File: src/rtl/ptw_pkg.sv
package ptw_pkg;
  localparam int AW       = 32;
  localparam int ATTR_W   = 4;
  localparam int TBL_LSB  = 14;   // first-level table alignment (16 KB)
  localparam int CSR_AW   = 3;
  localparam int ST_W     = 2;    // status bits: 0 miss, 1 fault

  typedef enum logic [1:0] {PG_4K = 2'd0, PG_64K = 2'd1, PG_1M = 2'd2, PG_16M = 2'd3} pgsz_e;
  typedef enum logic [1:0] {W_IDLE = 2'd0, W_L1 = 2'd1, W_L2 = 2'd2} wstate_e;

  typedef struct packed {
    logic              ok;
    logic              is_table;
    pgsz_e             size;
    logic [AW-1:0]     pa;
    logic [ATTR_W-1:0] attr;
  } decode_t;

  function automatic logic [AW-1:0] l1_addr(logic [AW-1:0] base, logic [AW-1:0] va);
    return {base[AW-1:TBL_LSB], va[31:20], 2'b00};
  endfunction

  function automatic logic [AW-1:0] l2_addr(logic [AW-1:0] desc, logic [AW-1:0] va);
    return {desc[31:10], va[19:12], 2'b00};
  endfunction

  function automatic decode_t dec_l1(logic [AW-1:0] d, logic [AW-1:0] va);
    decode_t r;
    r = '0;
    case (d[1:0])
      2'b01: begin r.ok = 1'b1; r.is_table = 1'b1; end
      2'b10: begin
        r.ok   = 1'b1;
        r.attr = d[11:8];
        if (d[18]) begin r.size = PG_16M; r.pa = {d[31:24], va[23:0]}; end
        else       begin r.size = PG_1M;  r.pa = {d[31:20], va[19:0]}; end
      end
      default: r.ok = 1'b0;
    endcase
    return r;
  endfunction

  function automatic decode_t dec_l2(logic [AW-1:0] d, logic [AW-1:0] va);
    decode_t r;
    r = '0;
    r.attr = d[5:2];
    if (d[1]) begin
      r.ok = 1'b1; r.size = PG_4K;  r.pa = {d[31:12], va[11:0]};
    end else if (d[0]) begin
      r.ok = 1'b1; r.size = PG_64K; r.pa = {d[31:16], va[15:0]};
    end else begin
      r.attr = '0;
    end
    return r;
  endfunction
endpackage

File: src/rtl/ptw_csr.sv
module ptw_csr
  import ptw_pkg::*;
(
  input  logic              clk,
  input  logic              rst_n,
  input  logic              csr_wr,
  input  logic [CSR_AW-1:0] csr_addr,
  input  logic [AW-1:0]     csr_wdata,
  output logic [AW-1:0]     csr_rdata,
  input  logic              ev_miss,
  input  logic              ev_fault,
  input  logic [AW-1:0]     ev_va,
  output logic              walk_ok,
  output logic [AW-1:0]     base_addr,
  output logic              irq
);
  logic [1:0]      ctrl_q;
  logic [AW-1:0]   base_q;
  logic            base_ok_q;
  logic [ST_W-1:0] status_q, mask_q, st_set, st_clr, st_vis;
  logic [AW-1:0]   fva_q;

  wire wr_base   = csr_wr && (csr_addr == 3'd1);
  wire base_bad  = |csr_wdata[TBL_LSB-1:0];

  assign st_set  = {ev_fault, ev_miss};
  assign st_clr  = (csr_wr && csr_addr == 3'd2) ? csr_wdata[ST_W-1:0] : '0;
  assign st_vis  = status_q & mask_q;
  assign walk_ok = ctrl_q[0] & ctrl_q[1] & base_ok_q;
  assign base_addr = base_q;
  assign irq     = |st_vis;

  always_ff @(posedge clk or negedge rst_n) begin
    if (!rst_n) begin
      ctrl_q <= '0; base_q <= '0; base_ok_q <= 1'b0;
      status_q <= '0; mask_q <= '0; fva_q <= '0;
    end else begin
      if (csr_wr && csr_addr == 3'd0) ctrl_q <= csr_wdata[1:0];
      if (csr_wr && csr_addr == 3'd3) mask_q <= csr_wdata[ST_W-1:0];
      if (wr_base) begin
        if (base_bad) base_ok_q <= 1'b0;
        else begin base_q <= csr_wdata; base_ok_q <= 1'b1; end
      end
      status_q <= (status_q & ~st_clr) | st_set;
      if (ev_miss || ev_fault) fva_q <= ev_va;
    end
  end

  always_comb begin
    case (csr_addr)
      3'd0:    csr_rdata = {{(AW-2){1'b0}}, ctrl_q};
      3'd1:    csr_rdata = base_q;
      3'd2:    csr_rdata = {{(AW-ST_W){1'b0}}, st_vis};
      3'd3:    csr_rdata = {{(AW-ST_W){1'b0}}, mask_q};
      3'd4:    csr_rdata = fva_q;
      default: csr_rdata = '0;
    endcase
  end

  p_misalign_off_r2: assert property (@(posedge clk) disable iff (!rst_n)
    (wr_base && base_bad) |=> !walk_ok);
  p_fault_sets_r10: assert property (@(posedge clk) disable iff (!rst_n)
    ev_fault |=> status_q[1]);
  p_w1c_r11: assert property (@(posedge clk) disable iff (!rst_n)
    (csr_wr && csr_addr == 3'd2 && csr_wdata[1] && !ev_fault) |=> !status_q[1]);
endmodule

File: src/rtl/ptw_engine.sv
module ptw_engine
  import ptw_pkg::*;
(
  input  logic              clk,
  input  logic              rst_n,
  input  logic              miss_valid,
  input  logic [AW-1:0]     miss_va,
  output logic              miss_ready,
  input  logic              walk_ok,
  input  logic [AW-1:0]     base_addr,
  output logic              mem_req,
  output logic [AW-1:0]     mem_addr,
  input  logic              mem_ack,
  input  logic [AW-1:0]     mem_rdata,
  output logic              resp_valid,
  output logic              resp_err,
  output logic [AW-1:0]     resp_pa,
  output logic [1:0]        resp_size,
  output logic [ATTR_W-1:0] resp_attr,
  output logic              ev_miss,
  output logic              ev_fault,
  output logic [AW-1:0]     ev_va
);
  wstate_e       st_q;
  logic [AW-1:0] va_q;
  decode_t       d1, d2, fin;

  assign d1 = dec_l1(mem_rdata, va_q);
  assign d2 = dec_l2(mem_rdata, va_q);

  wire accept    = miss_valid && miss_ready;
  wire l1_done   = (st_q == W_L1) && mem_ack;
  wire l2_done   = (st_q == W_L2) && mem_ack;
  wire go_l2     = l1_done && d1.ok && d1.is_table;
  wire walk_end  = (l1_done && !go_l2) || l2_done;

  assign fin        = (st_q == W_L1) ? d1 : d2;
  assign mem_req    = (st_q != W_IDLE);
  assign miss_ready = (st_q == W_IDLE) && !resp_valid;
  assign ev_va      = va_q;

  always_ff @(posedge clk or negedge rst_n) begin
    if (!rst_n) begin
      st_q <= W_IDLE; va_q <= '0; mem_addr <= '0;
      resp_valid <= 1'b0; resp_err <= 1'b0; resp_pa <= '0;
      resp_size <= 2'd0; resp_attr <= '0; ev_miss <= 1'b0; ev_fault <= 1'b0;
    end else begin
      resp_valid <= 1'b0;
      ev_miss    <= 1'b0;
      ev_fault   <= 1'b0;
      if (accept) begin
        va_q <= miss_va;
        if (walk_ok) begin
          st_q     <= W_L1;
          mem_addr <= l1_addr(base_addr, miss_va);
        end else begin
          resp_valid <= 1'b1; resp_err <= 1'b1; ev_miss <= 1'b1;
          resp_pa <= '0; resp_size <= 2'd0; resp_attr <= '0;
        end
      end
      if (go_l2) begin
        st_q     <= W_L2;
        mem_addr <= l2_addr(mem_rdata, va_q);
      end
      if (walk_end) begin
        st_q       <= W_IDLE;
        resp_valid <= 1'b1;
        resp_err   <= !fin.ok;
        ev_fault   <= !fin.ok;
        resp_pa    <= fin.pa;
        resp_size  <= fin.size;
        resp_attr  <= fin.attr;
      end
    end
  end

  p_hold_req_r12: assert property (@(posedge clk) disable iff (!rst_n)
    (mem_req && !mem_ack) |=> (mem_req && $stable(mem_addr)));
  p_busy_r12: assert property (@(posedge clk) disable iff (!rst_n)
    mem_req |-> !miss_ready);
  p_no_walk_r3: assert property (@(posedge clk) disable iff (!rst_n)
    (accept && !walk_ok) |=> (!mem_req && resp_valid && resp_err));
  p_first_in_table_r4: assert property (@(posedge clk) disable iff (!rst_n)
    $rose(mem_req) |-> (mem_addr[AW-1:TBL_LSB] == base_addr[AW-1:TBL_LSB]));
  p_single_resp_r12: assert property (@(posedge clk) disable iff (!rst_n)
    resp_valid |=> !resp_valid);
  p_one_cause_r10: assert property (@(posedge clk) disable iff (!rst_n)
    $onehot0({ev_miss, ev_fault}));
endmodule

File: src/rtl/ptw_walker.sv
module ptw_walker
  import ptw_pkg::*;
(
  input  logic              clk,
  input  logic              rst_n,
  input  logic              miss_valid,
  input  logic [AW-1:0]     miss_va,
  output logic              miss_ready,
  output logic              resp_valid,
  output logic              resp_err,
  output logic [AW-1:0]     resp_pa,
  output logic [1:0]        resp_size,
  output logic [ATTR_W-1:0] resp_attr,
  output logic              mem_req,
  output logic [AW-1:0]     mem_addr,
  input  logic              mem_ack,
  input  logic [AW-1:0]     mem_rdata,
  input  logic              csr_wr,
  input  logic [CSR_AW-1:0] csr_addr,
  input  logic [AW-1:0]     csr_wdata,
  output logic [AW-1:0]     csr_rdata,
  output logic              irq
);
  logic          walk_ok, ev_miss, ev_fault;
  logic [AW-1:0] base_addr, ev_va;

  ptw_csr u_csr (
    .clk(clk), .rst_n(rst_n), .csr_wr(csr_wr), .csr_addr(csr_addr),
    .csr_wdata(csr_wdata), .csr_rdata(csr_rdata), .ev_miss(ev_miss),
    .ev_fault(ev_fault), .ev_va(ev_va), .walk_ok(walk_ok),
    .base_addr(base_addr), .irq(irq)
  );

  ptw_engine u_eng (
    .clk(clk), .rst_n(rst_n), .miss_valid(miss_valid), .miss_va(miss_va),
    .miss_ready(miss_ready), .walk_ok(walk_ok), .base_addr(base_addr),
    .mem_req(mem_req), .mem_addr(mem_addr), .mem_ack(mem_ack),
    .mem_rdata(mem_rdata), .resp_valid(resp_valid), .resp_err(resp_err),
    .resp_pa(resp_pa), .resp_size(resp_size), .resp_attr(resp_attr),
    .ev_miss(ev_miss), .ev_fault(ev_fault), .ev_va(ev_va)
  );
endmodule

File: config.mk
export PLATFORM = sky130hd
export DESIGN_NAME = ptw_walker
export DESIGN_NICKNAME = d
export VERILOG_FILES = /design/src/rtl/ptw_pkg.sv /design/src/rtl/ptw_csr.sv /design/src/rtl/ptw_engine.sv /design/src/rtl/ptw_walker.sv
export SDC_FILE = /design/constraint.sdc
export NUM_CORES = 1
export LEC_CHECK = 0
export ABC_AREA = 1
export BUFFER_PORTS_ARGS = -buffer_cell sky130_fd_sc_hd__buf_4
export CAP_MARGIN = 25
export CORE_MARGIN = 2
export CORE_UTILIZATION = 53
export CTS_CLUSTER_SIZE = 20
export DETAILED_ROUTE_END_ITERATION = 7
export PLACE_DENSITY = 0.84
export REMOVE_ABC_BUFFERS = 1
export SLEW_MARGIN = 20
export SYNTH_ARGS = -nofsm -noshare
export SYNTH_HDL_FRONTEND = slang
export SYNTH_SLANG_ARGS = --single-unit
File: constraint.sdc
create_clock -name clk -period 1.55 [get_ports clk]
set_clock_uncertainty 0.05 [all_clocks]
set_input_delay 0.155 -clock clk [delete_from_list [all_inputs] [get_ports clk]]
set_output_delay 0.155 -clock clk [all_outputs]
set_load 0.02 [all_outputs]
# Yosys cells after proc, flatten, opt, wreduce, memory -nomap -nowiden
# Cells that the tools add are included.
# op_classes
n_eq_ne,9
n_mux,37
bitwise,7
n_reduce_logical,31
# ops
cell,n
$mux W32,6
$pmux W32 S5,1
$mux W33,3
$mux W40,1
$mux W38,1
$mux W4,5
$mux W2,8
$reduce_or A14 Y1,1
$mux W1,12
$logic_and A1 B1 Y1,11
$reduce_and A2 Y1,4
$reduce_bool A2 Y1,4
$eq A3 B2 Y1 const B,2
$reduce_bool A3 Y1,2
$and A2 B2 Y2,2
$eq A2 B1 Y1 const B,2
$eq A2 B2 Y1 const B,2
$reduce_or A2 Y1,2
$eq A3 B1 Y1 const B,1
$eq A3 B3 Y1 const B,1
$logic_not A1 Y1,3
$logic_not A3 Y1,1
$and A1 B1 Y1,2
$logic_not A2 Y1,1
5 further kinds,6
# word_totals
regBits,179
in_bits,104
output_inout_bits,107
elab_cells,100

# Depth between registers and ports, before layout
# Gate-level depths: netlist (run 1).
# depth
ltp_word,10
mapped_depth,10
ltp_nobuf,8

# Cells and area by module
# From an unflattened synthesis (run 1), not the netlist that was laid out.
# unflattened
hier_cells,1051
hier_area_um2,8613.3
# modules_own_cells
mod,n_inst,cells_each,area_per_inst_um2,seq_area_each_um2
ptw_engine,1,687,5265.0,2652.5
ptw_csr,1,364,3348.2,1776.7

# Least setup slack after synthesis (run 1)
# OpenSTA, ideal clock, no wires.
# synth_timing
kind,in2reg
startpoint,in mem_rdata[0]
endpoint,reg u_eng.resp_pa[24]
arrival_time_ns,1.462
slack_ns,-0.079
path_stages,10
cell_sequence,clkbuf_1 buf_2 inv_1 ha_1 buf_2 inv_1 o21ai_1 buf_2 nand3_1 nand2_1
# synth_via
elab_chain_cells,10
word_cells_on_any_way,18
classes_between,eq/ne: 3; mux: 7; reduce/logical: 8
# synth_rtl
item,line_no,text
start: declaration,ptw_walker.sv:17,"input logic [AW-1:0] mem_rdata,"
$eq A2 B1 Y1 or $eq A2 B2 Y1 (tied branches),ptw_pkg.sv:30,case (d[1:0])
$reduce_or A2 Y1 (no line),n/a,
$mux W1,ptw_pkg.sv:30,
$logic_and A1 B1 Y1 (2 in a row),ptw_engine.sv:34,wire go_l2 = l1_done && d1.ok && d1.is_table;
$logic_not A1 Y1,ptw_engine.sv:35,wire walk_end = (l1_done && !go_l2) || l2_done;
$logic_and A1 B1 Y1,ptw_engine.sv:35,
$logic_or A1 B1 Y1,ptw_engine.sv:35,
$ne A2 B1 Y1 (no line) or $reduce_bool A2 Y1 (tied branches),n/a,
$reduce_and A2 Y1 (no line),n/a,
end signal: assignment,ptw_engine.sv:70,resp_pa <= fin.pa;
end: declaration,ptw_engine.sv:17,"output logic [AW-1:0] resp_pa,"
# Parallel ways exist; a longest one is shown, timed or not.
# A chain may end at the register's enable or synchronous reset.

# Worst setup path in the final report (run 1)
# layout_timing
startpoint,reg u_eng.st_q[0]
endpoint,out miss_ready
# layout_via
elab_chain_cells,2
# layout_rtl
item,line_no,text
start: declaration,ptw_engine.sv:24,wstate_e st_q;
start signal: assignment,ptw_engine.sv:44,st_q <= W_IDLE; va_q <= '0; mem_addr <= '0;
start signal: assignment,ptw_engine.sv:54,st_q <= W_L1;
start signal: assignment,ptw_engine.sv:62,st_q <= W_L2;
$logic_not A2 Y1,ptw_engine.sv:39,assign miss_ready = (st_q == W_IDLE) && !resp_valid;
$logic_and A1 B1 Y1,ptw_engine.sv:39,
end: declaration,ptw_walker.sv:8,"output logic miss_ready,"
# Every way passes these cells.

==> results of run 1 <==
final cells by class:
type                       instances  share of cell area
multi-input combinational        704               0.275
inverter                          81              0.0260
timing repair buffer             334               0.250
clock buffer                      24              0.0403
tap                              188              0.0201
clock inverter                     8              0.0110
sequential                       177               0.379
per-layer routing:
metal | up-vias | share of wire | wire length (um) | global-route usage
li1 | 3830 | - | - | -
met1 | 3995 | 0.38 | 10200 | 0.396
met2 | 475 | 0.49 | 13200 | 0.535
met3 | 76 | 0.093 | 2480 | 0.0722
met4 | 0 | 0.031 | 835 | 0.139
met5 | - | 0 | 0 | 0
power by group:
group / internal [mW] / switching, mW / total [mW]
clock network: 2.63 / 1.77 / 4.40
logic: 0.998 / 1.37 / 2.37
registers: 5.26 / 0.390 / 5.65
cells by family (layout without fill, tap and decap cells):
kind of cell | after synthesis | after routing
other | 1 | 2
buffers and inverters | 142 | 447
AND/OR/NAND/NOR | 552 | 552
adder cells (fa/ha/maj) | 3 | 3
AO/OA/AOI/OAI | 147 | 147
flip-flops | 177 | 177
worst max-delay path, stage by stage, from the launching register on:
cell and delay [ns]:
sky130_fd_sc_hd__dfrtp_2 0.47, sky130_fd_sc_hd__nor2_4 0.16, sky130_fd_sc_hd__inv_2 0.08, sky130_fd_sc_hd__nor2_4 0.08, sky130_fd_sc_hd__buf_6 0.12
sequential cells by signal, indices dropped and copies added (netlist names), 4 cells and up:
register,flops
u_csr.base_addr,32
u_csr.fva_q,32
u_eng.resp_attr,4
u_eng.resp_pa,32
u_eng.mem_addr,30
u_eng.ev_va,32
what timing repair did:
action                                 CTS  global route
pin swaps                                1             5
endpoints found under the hold margin  257             0
gates resized for setup                  3            21
hold buffers                            69             0
cloned                                   0             2
setup endpoints to repair                6            75
buffers inserted                         0             7
worst paths after layout:
path | from | endpoint | slack [ns] | depth (start not counted)
max in group asynchronous | rst_n | u_eng.ev_miss$_DFF_PN0_ | 0.68 | 3
worst min-delay path | mem_rdata[20] | u_eng.mem_addr[20]$_DFFE_PN0P_ | 0.02 | 5
worst max-delay path | u_eng.st_q[0]$_DFFE_PN0P_ | miss_ready | 0.01 | 4
min in group asynchronous | rst_n | u_eng.mem_addr[11]$_DFFE_PN0P_ | 0.14 | 2
worst max register to register | u_eng.st_q[0]$_DFFE_PN0P_ | u_eng.resp_pa[11]$_DFFE_PN0P_ | 0.03 | 5
worst min register to register | u_eng.mem_addr[14]$_DFFE_PN0P_ | u_eng.mem_addr[14]$_DFFE_PN0P_ | 0.42 | 2
synthesized netlist by cell type:
library cell / instances
sky130_fd_sc_hd__nand2_1: 371
sky130_fd_sc_hd__dfrtp_1: 177
sky130_fd_sc_hd__o21ai_0: 97
sky130_fd_sc_hd__nand3_1: 81
sky130_fd_sc_hd__inv_1: 78
sky130_fd_sc_hd__nor2_1: 55
sky130_fd_sc_hd__a21oi_1: 44
sky130_fd_sc_hd__buf_2: 44
sky130_fd_sc_hd__nand4_1: 23
sky130_fd_sc_hd__and2_1: 14
sky130_fd_sc_hd__clkbuf_1: 10
sky130_fd_sc_hd__buf_4: 7
sky130_fd_sc_hd__nor2_4: 4
sky130_fd_sc_hd__ha_1: 3
sky130_fd_sc_hd__inv_2: 3
sky130_fd_sc_hd__o21ai_1: 3
sky130_fd_sc_hd__nand3_2: 2
sky130_fd_sc_hd__o211ai_1: 2
sky130_fd_sc_hd__a22o_1: 1
sky130_fd_sc_hd__conb_1: 1
sky130_fd_sc_hd__nand3_4: 1
sky130_fd_sc_hd__nor2_8: 1
per-stage QoR:
stage | total power [mW] | cell area [sq um]
final | 12.4 | 11700
after detailed placement | 7.83 | 10200
after global routing | 12.9 | 11700
after global placement | 7.73 | 10200
after floorplan | 6.70 | 7860
after CTS | 12.3 | 11500
==> insert_results.sql, run 1 <==
INSERT INTO impl_metrics (metric_group, metric, value, unit) VALUES
('timing', 'timing_max_transition_violations_final', '0', ''),
('clock_tree', 'cts_inserted_buffers', '17', ''),
('clock_tree', 'cts_max_path_buffers', '2', ''),
('finish', 'most-common-layout-cells', '370 x sky130_fd_sc_hd__nand2_1, 241 x sky130_fd_sc_hd__buf_4, 175 x sky130_fd_sc_hd__dfrtp_1', ''),
('worst_hold_path', 'holdCritPathClass', 'in2reg', ''),
('run', 'maxCapViolations', '0', ''),
('setup_path', 'setup.worst_path.class', 'reg2out', ''),
('floorplanning', 'core-area', '15100', 'sq um'),
('route', 'detail_route.wirelength', '26.7', 'mm'),
('power', 'power.density_cell_area', '1060', 'nW/um^2'),
('floorplanning', 'dieArea', '16400', 'sq um'),
('floorplanning', 'io_pins', '211', ''),
('setup_path', 'timing.critical_path.fanout_max', '5', ''),
('yosys', 'postSynthCellCount', '1022', ''),
('finish', 'nNetsFinal', '1422', ''),
('placement', 'dp_slack', '0.0141', 'ns'),
('finish', 'layout.cells.most_common', 'sky130_fd_sc_hd__nand2_1', ''),
('yosys', 'yosys.area_share.simple', '0.286', ''),
('timing', 'setup_viol_count_final', '0', ''),
('yosys', 'top_area_cell_type_share_of_the_netlist_area', '0.542', ''),
('timing', 'post-route-min-period', '1.54', 'ns'),
('finish', 'multi_input_comb_area', '3210', 'sq um'),
('finish', 'layout-drive-gt1-share', '0.239', ''),
('timing', 'setup-tns-final', '0', 'ns'),
('route', 'route.antenna.remaining_nets', '0', ''),
('setup_path', 'crit_end_element', 'output port', ''),
('route', 'drt_pass_1_iters', '7', ''),
('route', 'drtIter0Drc', '814', ''),
('timing', 'fmaxAchievable', '0.650', 'GHz'),
('placement', 'routabilityCongestion', '0.874', ''),
('power', 'vdd_drop_max', '663', 'uV'),
('status', 'run_status', 'complete, no violations', ''),
('yosys', 'yosys.area.top_type', 'sky130_fd_sc_hd__dfrtp_1', ''),
('yosys', 'ys_types', '22', ''),
('route', 'via_per_inst', '5.53', ''),
('finish', 'layout.area.seq', '4430', 'sq um'),
('route', 'avgRoutedWirePerCell', '17.6', 'um'),
('floorplanning', 'chipHeight', '128', 'um'),
('clock_tree', 'cts_tree', 'yes', ''),
('yosys', 'average_footprint_of_a_synthesized_cell', '7.99', 'sq um'),
('global_route', 'first_pass_grt_wire_length', '40.6', 'mm'),
('yosys', 'dominant_combinational_cell_family_by_area_after_synthesis', 'simple AND/OR/NAND/NOR gates', ''),
('global_route', 'grt.overflow.total', '0', ''),
('finish', 'fillCellCount', '999', ''),
('timing', 'finalCritPeriodShare', '0.993', ''),
('finish', 'instances_no_fill', '1516', ''),
('placement', 'port_buffers', '206', ''),
('clock_tree', 'worstSkewPairLatency', '0.43', 'ns'),
('route', 'post-route-drc-count', '0', ''),
('setup_path', 'timing.critical_path.required', '1.34', 'ns'),
('placement', 'dp.final_hpwl', '16.9', 'mm'),
('timing', 'postLayoutSetupSlackWorst', '0.0110', 'ns'),
('yosys', 'synth.top_cells.by_area', 'sky130_fd_sc_hd__dfrtp_1 54%, sky130_fd_sc_hd__nand2_1 17%, sky130_fd_sc_hd__o21ai_0 5.9%', ''),
('yosys', 'syn-cell-area', '8170', 'sq um'),
('yosys', 'synth-adder-area-share', '0.00460', ''),
('yosys', 'synth_warnings', '0', ''),
('setup_path', 'worst-endpoint-arrival', '1.33', 'ns'),
('clock_tree', 'cts_root_buffer', 'sky130_fd_sc_hd__clkbuf_16', ''),
('finish', 'antenna_cells', '0', ''),
('timing', 'rsz_0062_raised_after_global_routing', 'yes', ''),
('floorplanning', 'start_util', '0.539', ''),
('global_route', 'grt_start_max_net_pins', '57', ''),
('timing', 'final-hold-violation-count', '0', ''),
('yosys', 'fraction_of_the_mapped_netlist_area_in_compound_gates', '0.0911', ''),
('global_route', 'first_global_vias', '8080', ''),
('floorplanning', 'die_wd', '128', 'um'),
('finish', 'areaGrowthSynthToFinish', '43.4', '%'),
('global_route', 'grt.total_usage', '0.318', ''),
('global_route', 'antenna_found_initial', '0', ''),
('yosys', 'number_of_flip_flops_and_latches_in_the_synthesized_netlist', '177', ''),
('yosys', 'register_area_share_after_synthesis', '0.542', ''),
('power', 'total_leakage_power', '6.23', 'nW'),
('clock_tree', 'cts.sink_count', '177', ''),
('placement', 'dp.cells', '1406', ''),
('finish', 'utilization', '0.773', ''),
('clock_tree', 'clock_pin_transition_on_the_worst_setup_and_hold_timing_paths', '0.07', 'ns'),
('yosys', 'synth_mux_area_frac', '0', ''),
('setup_path', 'critical_path.startpoint_type', 'flop', ''),
('timing', 'hold_slack', '0.0175', 'ns'),
('clock_tree', 'cts.htree.levels', '4', ''),
('route', 'route.vias.total', '8376', ''),
('floorplanning', 'floorplan.rows', '45', ''),
('yosys', 'synth-xor-area-share', '0', '');
No activity file was read; power rests on OpenSTA's default activity.
==> inputs of run 2 (changes only) <==
--- a/config.mk
+++ b/config.mk
@@ -9,10 +9,11 @@
 export BUFFER_PORTS_ARGS = -buffer_cell sky130_fd_sc_hd__buf_4
 export CAP_MARGIN = 25
 export CORE_MARGIN = 2
-export CORE_UTILIZATION = 53
+export CORE_UTILIZATION = 55
+export CTS_BUF_LIST = sky130_fd_sc_hd__clkbuf_2
 export CTS_CLUSTER_SIZE = 20
 export DETAILED_ROUTE_END_ITERATION = 7
-export PLACE_DENSITY = 0.84
+export PLACE_DENSITY = 0.87
 export REMOVE_ABC_BUFFERS = 1
 export SLEW_MARGIN = 20
 export SYNTH_ARGS = -nofsm -noshare
==> run 2 against run 1 <==
The run now fails in global routing. Synthesized area unchanged. Synthesized cell count stayed put.
==> insert_results.sql, run 2 <==
INSERT INTO impl_metrics (metric_group, metric, value, unit) VALUES
('placement', 'placed_instance_area', '10200', 'sq um'),
('clock_tree', 'cts_inserted_buffers', '17', ''),
('yosys', 'synth_flop_cell', 'sky130_fd_sc_hd__dfrtp_1', ''),
('status', 'last-stage-reached', 'global routing', ''),
('yosys', 'synthTopCellsByCount', '371 x sky130_fd_sc_hd__nand2_1, 177 x sky130_fd_sc_hd__dfrtp_1, 97 x sky130_fd_sc_hd__o21ai_0', ''),
('global_route', 'grt_start_max_net_pins', '65', ''),
('clock_tree', 'cts.htree.levels', '4', ''),
('placement', 'port_buffers', '206', ''),
('yosys', 'synth_enable_flop_cells', '0', ''),
('placement', 'dp.cells', '1399', ''),
('placement', 'routabilityCongestion', '0.912', ''),
('clock_tree', 'cts_max_path_buffers', '2', ''),
('yosys', 'synth_most_common_cell', 'sky130_fd_sc_hd__nand2_1', ''),
('floorplanning', 'io_pins', '211', ''),
('timing', 'worst-endpoint-pin-kind', 'primary output', ''),
('clock_tree', 'cts.sink_count', '177', ''),
('yosys', 'number_of_flip_flops_and_latches_in_the_synthesized_netlist', '177', ''),
('clock_tree', 'cts_root_buffer', 'sky130_fd_sc_hd__clkbuf_2', ''),
('placement', 'dp.final_hpwl', '16.7', 'mm'),
('yosys', 'synth.top_cells.by_area', 'sky130_fd_sc_hd__dfrtp_1 54%, sky130_fd_sc_hd__nand2_1 17%, sky130_fd_sc_hd__o21ai_0 5.9%', ''),
('yosys', 'average_footprint_of_a_synthesized_cell', '7.99', 'sq um'),
('floorplanning', 'start_util', '0.562', ''),
('floorplanning', 'die_wd', '126', 'um'),
('yosys', 'ys_types', '22', ''),
('yosys', 'postSynthCellCount', '1022', ''),
('timing', 'postGrtWorstEndpoint', 'miss_ready', ''),
('yosys', 'async_reset_ff_frac', '1.00', ''),
('yosys', 'register_area_share_after_synthesis', '0.542', ''),
('yosys', 'synth_warnings', '0', ''),
('yosys', 'yosys.area.top_type', 'sky130_fd_sc_hd__dfrtp_1', ''),
('yosys', 'top_area_cell_type_share_of_the_netlist_area', '0.542', ''),
('status', 'run_status', 'aborted with a tool error', ''),
('floorplanning', 'floorplan.rows', '44', ''),
('floorplanning', 'chipHeight', '126', 'um'),
('status', 'toolErrorMsg', '[ERROR DPL-0038] Utilization greater than 100%, impossible to legalize', ''),
('yosys', 'syn-cell-area', '8170', 'sq um');
run 2: timing repair:
action	in CTS
pin swaps	40
hold buffers	121
cloned	3
buffers inserted	60
hold endpoints to repair	308
resized for setup	154
setup endpoints to repair	152
run 2: cell families after synthesis:
logic type,after synthesis,share of synthesized area
AND/OR/NAND/NOR,552,0.286
flip-flops,177,0.542
AO/OA/AOI/OAI,147,0.0911
buffers and inverters,142,0.0752
adder cells (fa/ha/maj),3,0.00460
other,1,0.000459
run 2: per-stage QoR:
| stage | utilization | worst slack (ns) | TNS [ns] |
|---|---|---|---|
| floorplan | - | -1.99 | -143.64 |
| global placement | 0.700 | 0.0289 | 0 |
| detailed placement | 0.700 | -0.0155 | -0.0260 |
| CTS | 0.867 | -0.447 | -14.49 |
==> inputs of run 3 (changes only) <==
--- a/config.mk
+++ b/config.mk
@@ -9,11 +9,9 @@
 export BUFFER_PORTS_ARGS = -buffer_cell sky130_fd_sc_hd__buf_4
 export CAP_MARGIN = 25
 export CORE_MARGIN = 2
-export CORE_UTILIZATION = 55
-export CTS_BUF_LIST = sky130_fd_sc_hd__clkbuf_2
-export CTS_CLUSTER_SIZE = 20
+export CORE_UTILIZATION = 40
 export DETAILED_ROUTE_END_ITERATION = 7
-export PLACE_DENSITY = 0.87
+export PLACE_DENSITY_LB_ADDON = 0.15
 export REMOVE_ABC_BUFFERS = 1
 export SLEW_MARGIN = 20
 export SYNTH_ARGS = -nofsm -noshare
==> run 3 against run 2 <==
The flow now finishes, with violations (setup timing).
==> insert_results.sql, run 3 (synthesis gave the netlist of run 1 again) <==
INSERT INTO impl_metrics (metric_group, metric, value, unit) VALUES
('setup_path', 'worst-endpoint-arrival', '1.35', 'ns'),
('clock_tree', 'cts.sink_count', '177', ''),
('route', 'route.antenna.remaining_nets', '0', ''),
('finish', 'multi_input_comb_area', '3240', 'sq um'),
('finish', 'layout.area.seq', '4430', 'sq um'),
('finish', 'utilization', '0.592', ''),
('global_route', 'grt.overflow.total', '0', ''),
('worst_hold_path', 'worstHoldStart', 'mem_rdata[19]', ''),
('setup_path', 'timing.critical_path.fanout_max', '3', ''),
('global_route', 'antenna_found_initial', '0', ''),
('route', 'drtIter0Drc', '457', ''),
('power', 'power.density_cell_area', '1020', 'nW/um^2'),
('finish', 'instances_no_fill', '1603', ''),
('clock_tree', 'cts_inserted_buffers', '17', ''),
('timing', 'timing_max_transition_violations_final', '0', ''),
('floorplanning', 'core-area', '20100', 'sq um'),
('timing', 'fmaxAchievable', '0.644', 'GHz'),
('route', 'via_per_inst', '4.87', ''),
('worst_hold_path', 'worst_hold_path.num_cells', '5', ''),
('finish', 'layout-drive-gt1-share', '0.247', ''),
('setup_path', 'setup.worst_path.class', 'reg2out', ''),
('worst_hold_path', 'hold_end', 'u_eng.mem_addr[19]$_DFFE_PN0P_', ''),
('floorplanning', 'io_pins', '211', ''),
('run', 'maxCapViolations', '0', ''),
('clock_tree', 'clock_pin_transition_on_the_worst_setup_and_hold_timing_paths', '0.06', 'ns'),
('worst_hold_path', 'holdCritPathClass', 'in2reg', ''),
('placement', 'routabilityCongestion', '0.852', ''),
('status', 'violations', 'setup timing', ''),
('placement', 'dp.final_hpwl', '17.2', 'mm'),
('timing', 'post-route-min-period', '1.55', 'ns'),
('setup_path', 'timing.rr.end', 'u_eng.resp_pa[31]$_DFFE_PN0P_', ''),
('timing', 'final-hold-violation-count', '0', ''),
('setup_path', 'worstReg2RegStart', 'u_eng.st_q[0]$_DFFE_PN0P_', ''),
('route', 'detail_route.wirelength', '26.6', 'mm'),
('clock_tree', 'cts_tree', 'yes', ''),
('global_route', 'first_global_vias', '7637', ''),
('global_route', 'grt_start_max_net_pins', '65', ''),
('finish', 'finish.instance_area', '11900', 'sq um'),
('power', 'vdd_drop_max', '762', 'uV'),
('timing', 'postLayoutSetupSlackWorst', '-0.00177', 'ns'),
('floorplanning', 'start_util', '0.406', ''),
('floorplanning', 'dieArea', '21600', 'sq um'),
('finish', 'nNetsFinal', '1427', ''),
('setup_path', 'crit_end_element', 'output port', ''),
('clock_tree', 'cts.htree.levels', '4', ''),
('route', 'post-route-drc-count', '0', ''),
('clock_tree', 'cts_root_buffer', 'sky130_fd_sc_hd__clkbuf_16', ''),
('route', 'drt_pass_1_iters', '4', ''),
('finish', 'areaGrowthSynthToFinish', '45.8', '%'),
('power', 'total_leakage_power', '6.28', 'nW'),
('placement', 'port_buffers', '206', ''),
('global_route', 'grt.total_usage', '0.243', ''),
('status', 'run_status', 'finished, violations left', ''),
('clock_tree', 'cts_max_path_buffers', '2', ''),
('finish', 'most-common-layout-cells', '369 x sky130_fd_sc_hd__nand2_1, 238 x sky130_fd_sc_hd__buf_4, 177 x sky130_fd_sc_hd__dfrtp_1', ''),
('route', 'route.vias.total', '7810', ''),
('setup_path', 'r2r_setup_slack', '0.05', 'ns'),
('placement', 'placed_instance_area', '10400', 'sq um'),
('floorplanning', 'die_wd', '147', 'um'),
('finish', 'fillCellCount', '1837', ''),
('setup_path', 'critical_path.startpoint_type', 'flop', ''),
('timing', 'rsz_0062_raised_after_global_routing', 'yes', ''),
('global_route', 'first_pass_grt_wire_length', '41.0', 'mm'),
('floorplanning', 'chipHeight', '147', 'um'),
('timing', 'finalCritPeriodShare', '1.00', ''),
('finish', 'layout.cells.most_common', 'sky130_fd_sc_hd__nand2_1', ''),
('placement', 'dp.cells', '1492', ''),
('clock_tree', 'worstSkewPairLatency', '0.42', 'ns'),
('setup_path', 'timing.critical_path.required', '1.34', 'ns'),
('setup_path', 'timing.reg2reg.worst_path_depth', '9', ''),
('timing', 'setup_viol_count_final', '1', ''),
('route', 'avgRoutedWirePerCell', '16.6', 'um'),
('floorplanning', 'floorplan.rows', '52', ''),
('finish', 'antenna_cells', '0', '');
run 3: power breakdown:
| part | total (mW) | internal [mW] | leakage (nW) | switching [mW] |
|---|---|---|---|---|
| Clock | 4.19 | 2.35 | 0.282 | 1.84 |
| Combinational | 2.36 | 1.03 | 3.72 | 1.34 |
| Sequential | 5.61 | 5.26 | 2.28 | 0.350 |
run 3: worst max path at each step:
stage                         startpoint                        endpoint  slack [ns]  depth (start not counted)
6_report       u_eng.st_q[1]$_DFFE_PN0P_                      miss_ready      -0.002                          5
5_1_grt        u_eng.st_q[1]$_DFFE_PN0P_                      miss_ready       -0.07                          5
4_1_cts        u_eng.st_q[1]$_DFFE_PN0P_                      miss_ready       -0.03                          5
3_5_place_dp   u_eng.st_q[0]$_DFFE_PN0P_      u_eng.resp_err$_DFFE_PN0P_      -0.007                          8
3_3_place_gp   u_eng.st_q[0]$_DFFE_PN0P_      u_eng.resp_err$_DFFE_PN0P_        0.01                          8
2_1_floorplan  u_eng.st_q[1]$_DFFE_PN0P_  u_eng.mem_addr[10]$_DFFE_PN0P_       -1.99                          5
run 3: metal layers:
metal | GRT usage | routed length (um) | share of wire
met4 | 0.0760 | 550 | 0.021
met2 | 0.406 | 12700 | 0.48
met1 | 0.315 | 11400 | 0.43
met5 | 0 | 0 | 0
met3 | 0.0568 | 1940 | 0.073
run 3: final cells by class:
type	instances	area share
Sequential cell	177	0.372
Multi-Input combinational cell	704	0.272
Timing Repair Buffer	339	0.253
Clock buffer	20	0.0392
Tap cell	270	0.0284
Inverter	81	0.0260
Clock inverter	12	0.00914
run 3: repair_timing:
action	4_1_cts	5_1_grt
pin swaps	1	4
gates resized for setup	4	30
hold buffers	69	0
setup endpoints to repair	3	70
cloned	0	4
hold endpoints to repair	263	0
buffers inserted	1	5
run 3: critical path, stage by stage (launching register included):
cell,delay (ns)
sky130_fd_sc_hd__dfrtp_1,0.42
sky130_fd_sc_hd__nor2_4,0.13
sky130_fd_sc_hd__buf_6,0.12
sky130_fd_sc_hd__inv_4,0.04
sky130_fd_sc_hd__nor2_4,0.10
sky130_fd_sc_hd__buf_6,0.12
run 3: metrics by stage:
stage          total power [mW]  setup slack, ns  TNS (ns)  hold slack, ns
6_report                   12.2         -0.00177  -0.00177          0.0190
5_1_grt                    12.8          -0.0704    -0.335          0.0375
4_1_cts                    12.2          -0.0339   -0.0339         0.00157
3_5_place_dp               7.85         -0.00729  -0.00729          0.0678
3_3_place_gp               7.80           0.0143         0          0.0680
2_1_floorplan              6.70            -1.99   -143.64          -0.191
